$ cat config.mk
export PLATFORM = sky130hd
export DESIGN_NAME = usb_port_stsctl
export DESIGN_NICKNAME = d
export VERILOG_FILES = /design/src/rtl/usbps_pkg.sv /design/src/rtl/usbps_conn_sync.sv /design/src/rtl/usbps_chg_flag.sv /design/src/rtl/usbps_port_en.sv /design/src/rtl/usb_port_stsctl.sv
export SDC_FILE = /design/constraint.sdc
export NUM_CORES = 1
export LEC_CHECK = 0
export BUFFER_PORTS_ARGS = -buffer_cell sky130_fd_sc_hd__buf_2
export CORE_UTILIZATION = 31
export DETAILED_ROUTE_END_ITERATION = 10
export GPL_TIMING_DRIVEN = 0
export PLACE_DENSITY_LB_ADDON = 0.12
export SKIP_CTS_REPAIR_TIMING = 1
export SLEW_MARGIN = 30
export SYNTH_ARGS = -nofsm -noshare
export SYNTH_HDL_FRONTEND = slang
export SYNTH_SLANG_ARGS = --single-unit
$ cat constraint.sdc
create_clock -name clk -period 1.59 [get_ports clk]
set_input_delay 0.477 -clock clk [delete_from_list [all_inputs] [get_ports clk]]
set_output_delay 0.477 -clock clk [all_outputs]
set_load 0.01 [all_outputs]
$ cat src/rtl/usbps_pkg.sv
package usbps_pkg;
  // Field positions; software decodes these.
  localparam int unsigned CCS_POS = 0;
  localparam int unsigned CSC_POS = 1;
  localparam int unsigned PEN_POS = 2;
  localparam int unsigned PWR_POS = 12;
endpackage

$ cat src/rtl/usbps_conn_sync.sv
module usbps_conn_sync #(
  parameter int unsigned STAGES = 2
) (
  input  logic clk,
  input  logic rst_n,
  input  logic line_i,
  input  logic pwr_cur,
  input  logic pwr_nxt,
  output logic ccs_o,
  output logic edge_o,
  output logic disc_o
);
  logic [STAGES-1:0] chain_q;
  logic [STAGES-1:0] chain_d;
  logic              ccs_q;
  logic              ccs_d;
  logic              sync_w;

  genvar gi;
  generate
    for (gi = 0; gi < STAGES; gi++) begin : g_stage
      if (gi == 0) begin : g_first
        assign chain_d[gi] = line_i;
      end else begin : g_next
        assign chain_d[gi] = chain_q[gi-1];
      end
    end
  endgenerate

  assign sync_w = chain_q[STAGES-1];

  always_comb begin
    edge_o = pwr_cur && (sync_w != ccs_q);
    disc_o = edge_o && ccs_q;
    ccs_d  = (pwr_cur && pwr_nxt) ? sync_w : 1'b0;
  end

  always_ff @(posedge clk or negedge rst_n) begin
    if (!rst_n) begin
      chain_q <= '0;
      ccs_q   <= 1'b0;
    end else begin
      chain_q <= chain_d;
      ccs_q   <= ccs_d;
    end
  end

  assign ccs_o = ccs_q;
endmodule

$ cat src/rtl/usbps_chg_flag.sv
module usbps_chg_flag (
  input  logic clk,
  input  logic rst_n,
  input  logic pwr_nxt,
  input  logic set_i,
  input  logic clr_i,
  output logic flag_o
);
  logic flag_q;
  logic flag_d;

  always_comb begin
    if (!pwr_nxt)     flag_d = 1'b0;
    else if (set_i)   flag_d = 1'b1;
    else if (clr_i)   flag_d = 1'b0;
    else              flag_d = flag_q;
  end

  always_ff @(posedge clk or negedge rst_n) begin
    if (!rst_n) flag_q <= 1'b0;
    else        flag_q <= flag_d;
  end

  assign flag_o = flag_q;
endmodule

$ cat src/rtl/usbps_port_en.sv
module usbps_port_en (
  input  logic clk,
  input  logic rst_n,
  input  logic pwr_nxt,
  input  logic clr_i,
  input  logic set_i,
  output logic en_o
);
  logic en_q;
  logic en_d;

  always_comb begin
    if (!pwr_nxt)    en_d = 1'b0;
    else if (clr_i)  en_d = 1'b0;
    else if (set_i)  en_d = 1'b1;
    else             en_d = en_q;
  end

  always_ff @(posedge clk or negedge rst_n) begin
    if (!rst_n) en_q <= 1'b0;
    else        en_q <= en_d;
  end

  assign en_o = en_q;
endmodule

$ cat src/rtl/usb_port_stsctl.sv
module usb_port_stsctl #(
  parameter int unsigned REG_W       = 32,
  parameter int unsigned SYNC_STAGES = 2
) (
  input  logic             clk,
  input  logic             rst_n,
  input  logic             reg_wr_en,
  input  logic [REG_W-1:0] reg_wdata,
  output logic [REG_W-1:0] reg_rdata,
  input  logic             line_conn,
  input  logic             prst_done,
  input  logic             prst_hs,
  input  logic             port_fault,
  output logic             dn_pass
);
  import usbps_pkg::*;

  logic pwr_q;
  logic pwr_d;
  logic ccs_w;
  logic edge_w;
  logic disc_w;
  logic csc_w;
  logic pen_w;
  logic chg_clr_w;
  logic en_clr_w;
  logic en_set_w;
  logic unused_wbits;

  assign unused_wbits = ^reg_wdata;

  always_comb begin
    pwr_d     = reg_wr_en ? reg_wdata[PWR_POS] : pwr_q;
    chg_clr_w = reg_wr_en && reg_wdata[CSC_POS];
    en_clr_w  = disc_w || port_fault || (reg_wr_en && !reg_wdata[PEN_POS]);
    en_set_w  = prst_done && prst_hs;
  end

  always_ff @(posedge clk or negedge rst_n) begin
    if (!rst_n) pwr_q <= 1'b0;
    else        pwr_q <= pwr_d;
  end

  usbps_conn_sync #(.STAGES(SYNC_STAGES)) u_conn (
    .clk     (clk),
    .rst_n   (rst_n),
    .line_i  (line_conn),
    .pwr_cur (pwr_q),
    .pwr_nxt (pwr_d),
    .ccs_o   (ccs_w),
    .edge_o  (edge_w),
    .disc_o  (disc_w)
  );

  usbps_chg_flag u_chg (
    .clk     (clk),
    .rst_n   (rst_n),
    .pwr_nxt (pwr_d),
    .set_i   (edge_w),
    .clr_i   (chg_clr_w),
    .flag_o  (csc_w)
  );

  usbps_port_en u_en (
    .clk     (clk),
    .rst_n   (rst_n),
    .pwr_nxt (pwr_d),
    .clr_i   (en_clr_w),
    .set_i   (en_set_w),
    .en_o    (pen_w)
  );

  always_comb begin
    reg_rdata          = '0;
    reg_rdata[CCS_POS] = ccs_w;
    reg_rdata[CSC_POS] = csc_w;
    reg_rdata[PEN_POS] = pen_w;
    reg_rdata[PWR_POS] = pwr_q;
  end

  assign dn_pass = pen_w;
endmodule

==> reports/results.ini <==
[hold_path]
hp-class = in -> async

[logic_synthesis]
synthCells = 53
syn_area_per_cell_um2 = 9.160
yosysWarnings = 0
yosysMostFrequentCell = buf_4
synth_cell_types = 12
synth.largest_area_cell = buf_4
synthTopCellsByArea = buf_4 49%, dfrtp_1 31%, a2111oi_2 3.1%
seq_area_frac_synth_pct = 30.93
netlist_area_um2 = 485.5
ys_top_cells_by_count = 32 x buf_4, 6 x dfrtp_1, 3 x inv_1, 3 x nand2_1, 2 x a21oi_1
async_reset_ff_share_pct = 100.0
synth_seq_cells = 6
synth_top_cell_area_share_pct = 49.48
synth-edff-count = 0
synth-main-ff-cell = dfrtp_1

[detailed_routing]
firstDrtPassIters = 2
ant_nets = 0
drcViolationCount = 0
vias = 352
drt_iter0_markers = 3
via_per_inst = 3.143
wl_um = 641
drt-wirelength-per-cell_um = 5.723

[timing]
hold_violations = 0
whs_ns = 0.05121
clock.fmax_mhz = 721.0
slew_violations = 0
min_period_ns = 1.387
setup_viol = 0
grt_setup_unrepaired = no
fin_ws_ns = 0.2030
finalCritPeriodShare_pct = 87.24
finClkSkew_ns = 0.001673
setup-tns-final_ns = 0

[critical_path]
cp_slowest_cell = dfrtp_1
critPathBufInv = 2
worstPathMaxFanout = 5
cp.required_ns = 1.11
crit_chain = buf_4, buf_2
crit_type = reg -> out
critPathCaptureType = primary output
max_stage_delay_ns = 0.41
crit_path_start_kind = flop
r2r_setup_slack_ns = 0.56
worstPathArrival_ns = 0.91
reg2reg_depth = 3
reg2reg_to = u_en.en_o$_DFFE_PN0P_
r2r-start = pwr_q$_DFF_PN0_
crit_family = flip-flops

[final_layout]
syn_to_final_growth_pct = 43.81
nets = 138
layout-drive-gt1-share_pct = 53.61
diodes = 0
fin_cells = 112

[floorplanning]
die_h_um = 41.57
die_area_um2 = 1728
floorplan.rows = 13
io_pins = 72
die_w_um = 41.57
coreArea_um2 = 1383
initial_core_util_pct = 35.11

[global_routing]
antenna_found_initial = 0
first_global_vias = 273
track_usage_pct = 8.130
grt_pass1_wl_um = 1028
grt_max_degree = 7
grt.overflow.total = 0

[pwr]
seqPwrFrac_pct = 38.5
switching_share_pct = 26.65
power.density_nw_per_um2 = 641.4
power_frac_comb_pct = 32.4
p_int_uw = 328.4
p_sw_uw = 119.3
p_clk_share_pct = 29.1
p_leak_nw = 0.4590
vdd_drop_max_uv = 428.7
finalPower_uw = 447.8

[place]
dp_cells = 109
pre_cts_ws_ns = 0.2946
port_buffers = 14
gp_congestion = 0.7664

[clocking]
clk_pin_slew_ns = 0.04
numCtsBuffers = 3
tritoncts = yes
clk_latency_ns = 0.24
htreeDepth = 1
cts_buffer_depth = 2
cts.sink_count = 6
cts-root-buf = clkbuf_4

[status]
outcome = finished clean

[job]
drv_cap = 0

-- sequential cells by signal, summed over array words and instances (netlist names) --
register	flops
u_conn.ccs_o	1
u_conn.chain_q	2
u_en.en_o	1
pwr_q	1
u_chg.flag_o	1
-- layer usage --
| metal | global-route usage [%] | part of all wire (%) | vias up |
|---|---|---|---|
| li1 | - | - | 193 |
| met5 | 0 | 0 | - |
| met2 | 14.69 | 56 | 21 |
| met4 | 7.742 | 0 | 0 |
| met1 | 6.183 | 32 | 138 |
| met3 | 3.478 | 12 | 0 |
-- stage by stage --
stage | utilization [%] | cell area, um2
floorplan | - | 586.8
global placement | 48.87 | 675.6
detailed placement | 48.87 | 675.6
CTS | 50.50 | 698.2
global route | 50.50 | 698.2
finish | 50.50 | 698.2
-- how the worst max path moves through the flow --
| stage | start | end | slack (ns) | cells after the start |
|---|---|---|---|---|
| floorplan | reg_wr_en | u_en.en_o$_DFFE_PN0P_ | 0.51 | 3 |
| global placement | reg_wr_en | u_en.en_o$_DFFE_PN0P_ | 0.30 | 4 |
| detailed placement | reg_wr_en | u_en.en_o$_DFFE_PN0P_ | 0.29 | 4 |
| CTS | pwr_q$_DFF_PN0_ | reg_rdata[12] | 0.18 | 2 |
| global route | pwr_q$_DFF_PN0_ | reg_rdata[12] | 0.16 | 2 |
| finish | pwr_q$_DFF_PN0_ | reg_rdata[12] | 0.20 | 2 |
-- cell usage in the layout (no fill, tap or decap) --
cell / n
mux2_4: 1
a2111oi_2: 1
xor2_1: 1
o21ai_2: 1
conb_1: 28
dfrtp_1: 6
buf_2: 14
a21oi_1: 2
clkbuf_4: 3
nand2_1: 3
a22oi_1: 1
inv_1: 3
buf_4: 32
nor2_1: 1
-- power groups by stage --
stage	registers, mW	logic, mW	clock network [mW]
5_1_grt	0.174	0.160	0.150
4_1_cts	0.173	0.145	0.141
3_5_place_dp	0.175	0.144	0
2_1_floorplan	0.174	0.116	0
6_report	0.172	0.145	0.130
3_3_place_gp	0.175	0.143	0
-- cell families after synthesis --
group / count (synthesis) / synth area share (%)
buffers and inverters: 35 / 51.80
flip-flops: 6 / 30.93
AO/OA/AOI/OAI: 5 / 8.505
AND/OR/NAND/NOR: 4 / 3.092
XOR/XNOR: 1 / 1.804
multiplexers: 1 / 3.092
other: 1 / 0.7725
-- final cells by class --
type                            count  area [um2]
Tap cell                           15       18.77
Timing Repair Buffer               14       70.07
Fill cell                         146       684.4
Inverter                            3       11.26
Sequential cell                     6       150.1
Clock buffer                        3       22.52
Multi-Input combinational cell     39       185.2
Buffer                             32       240.2
No activity file was read; power rests on OpenSTA's default activity.
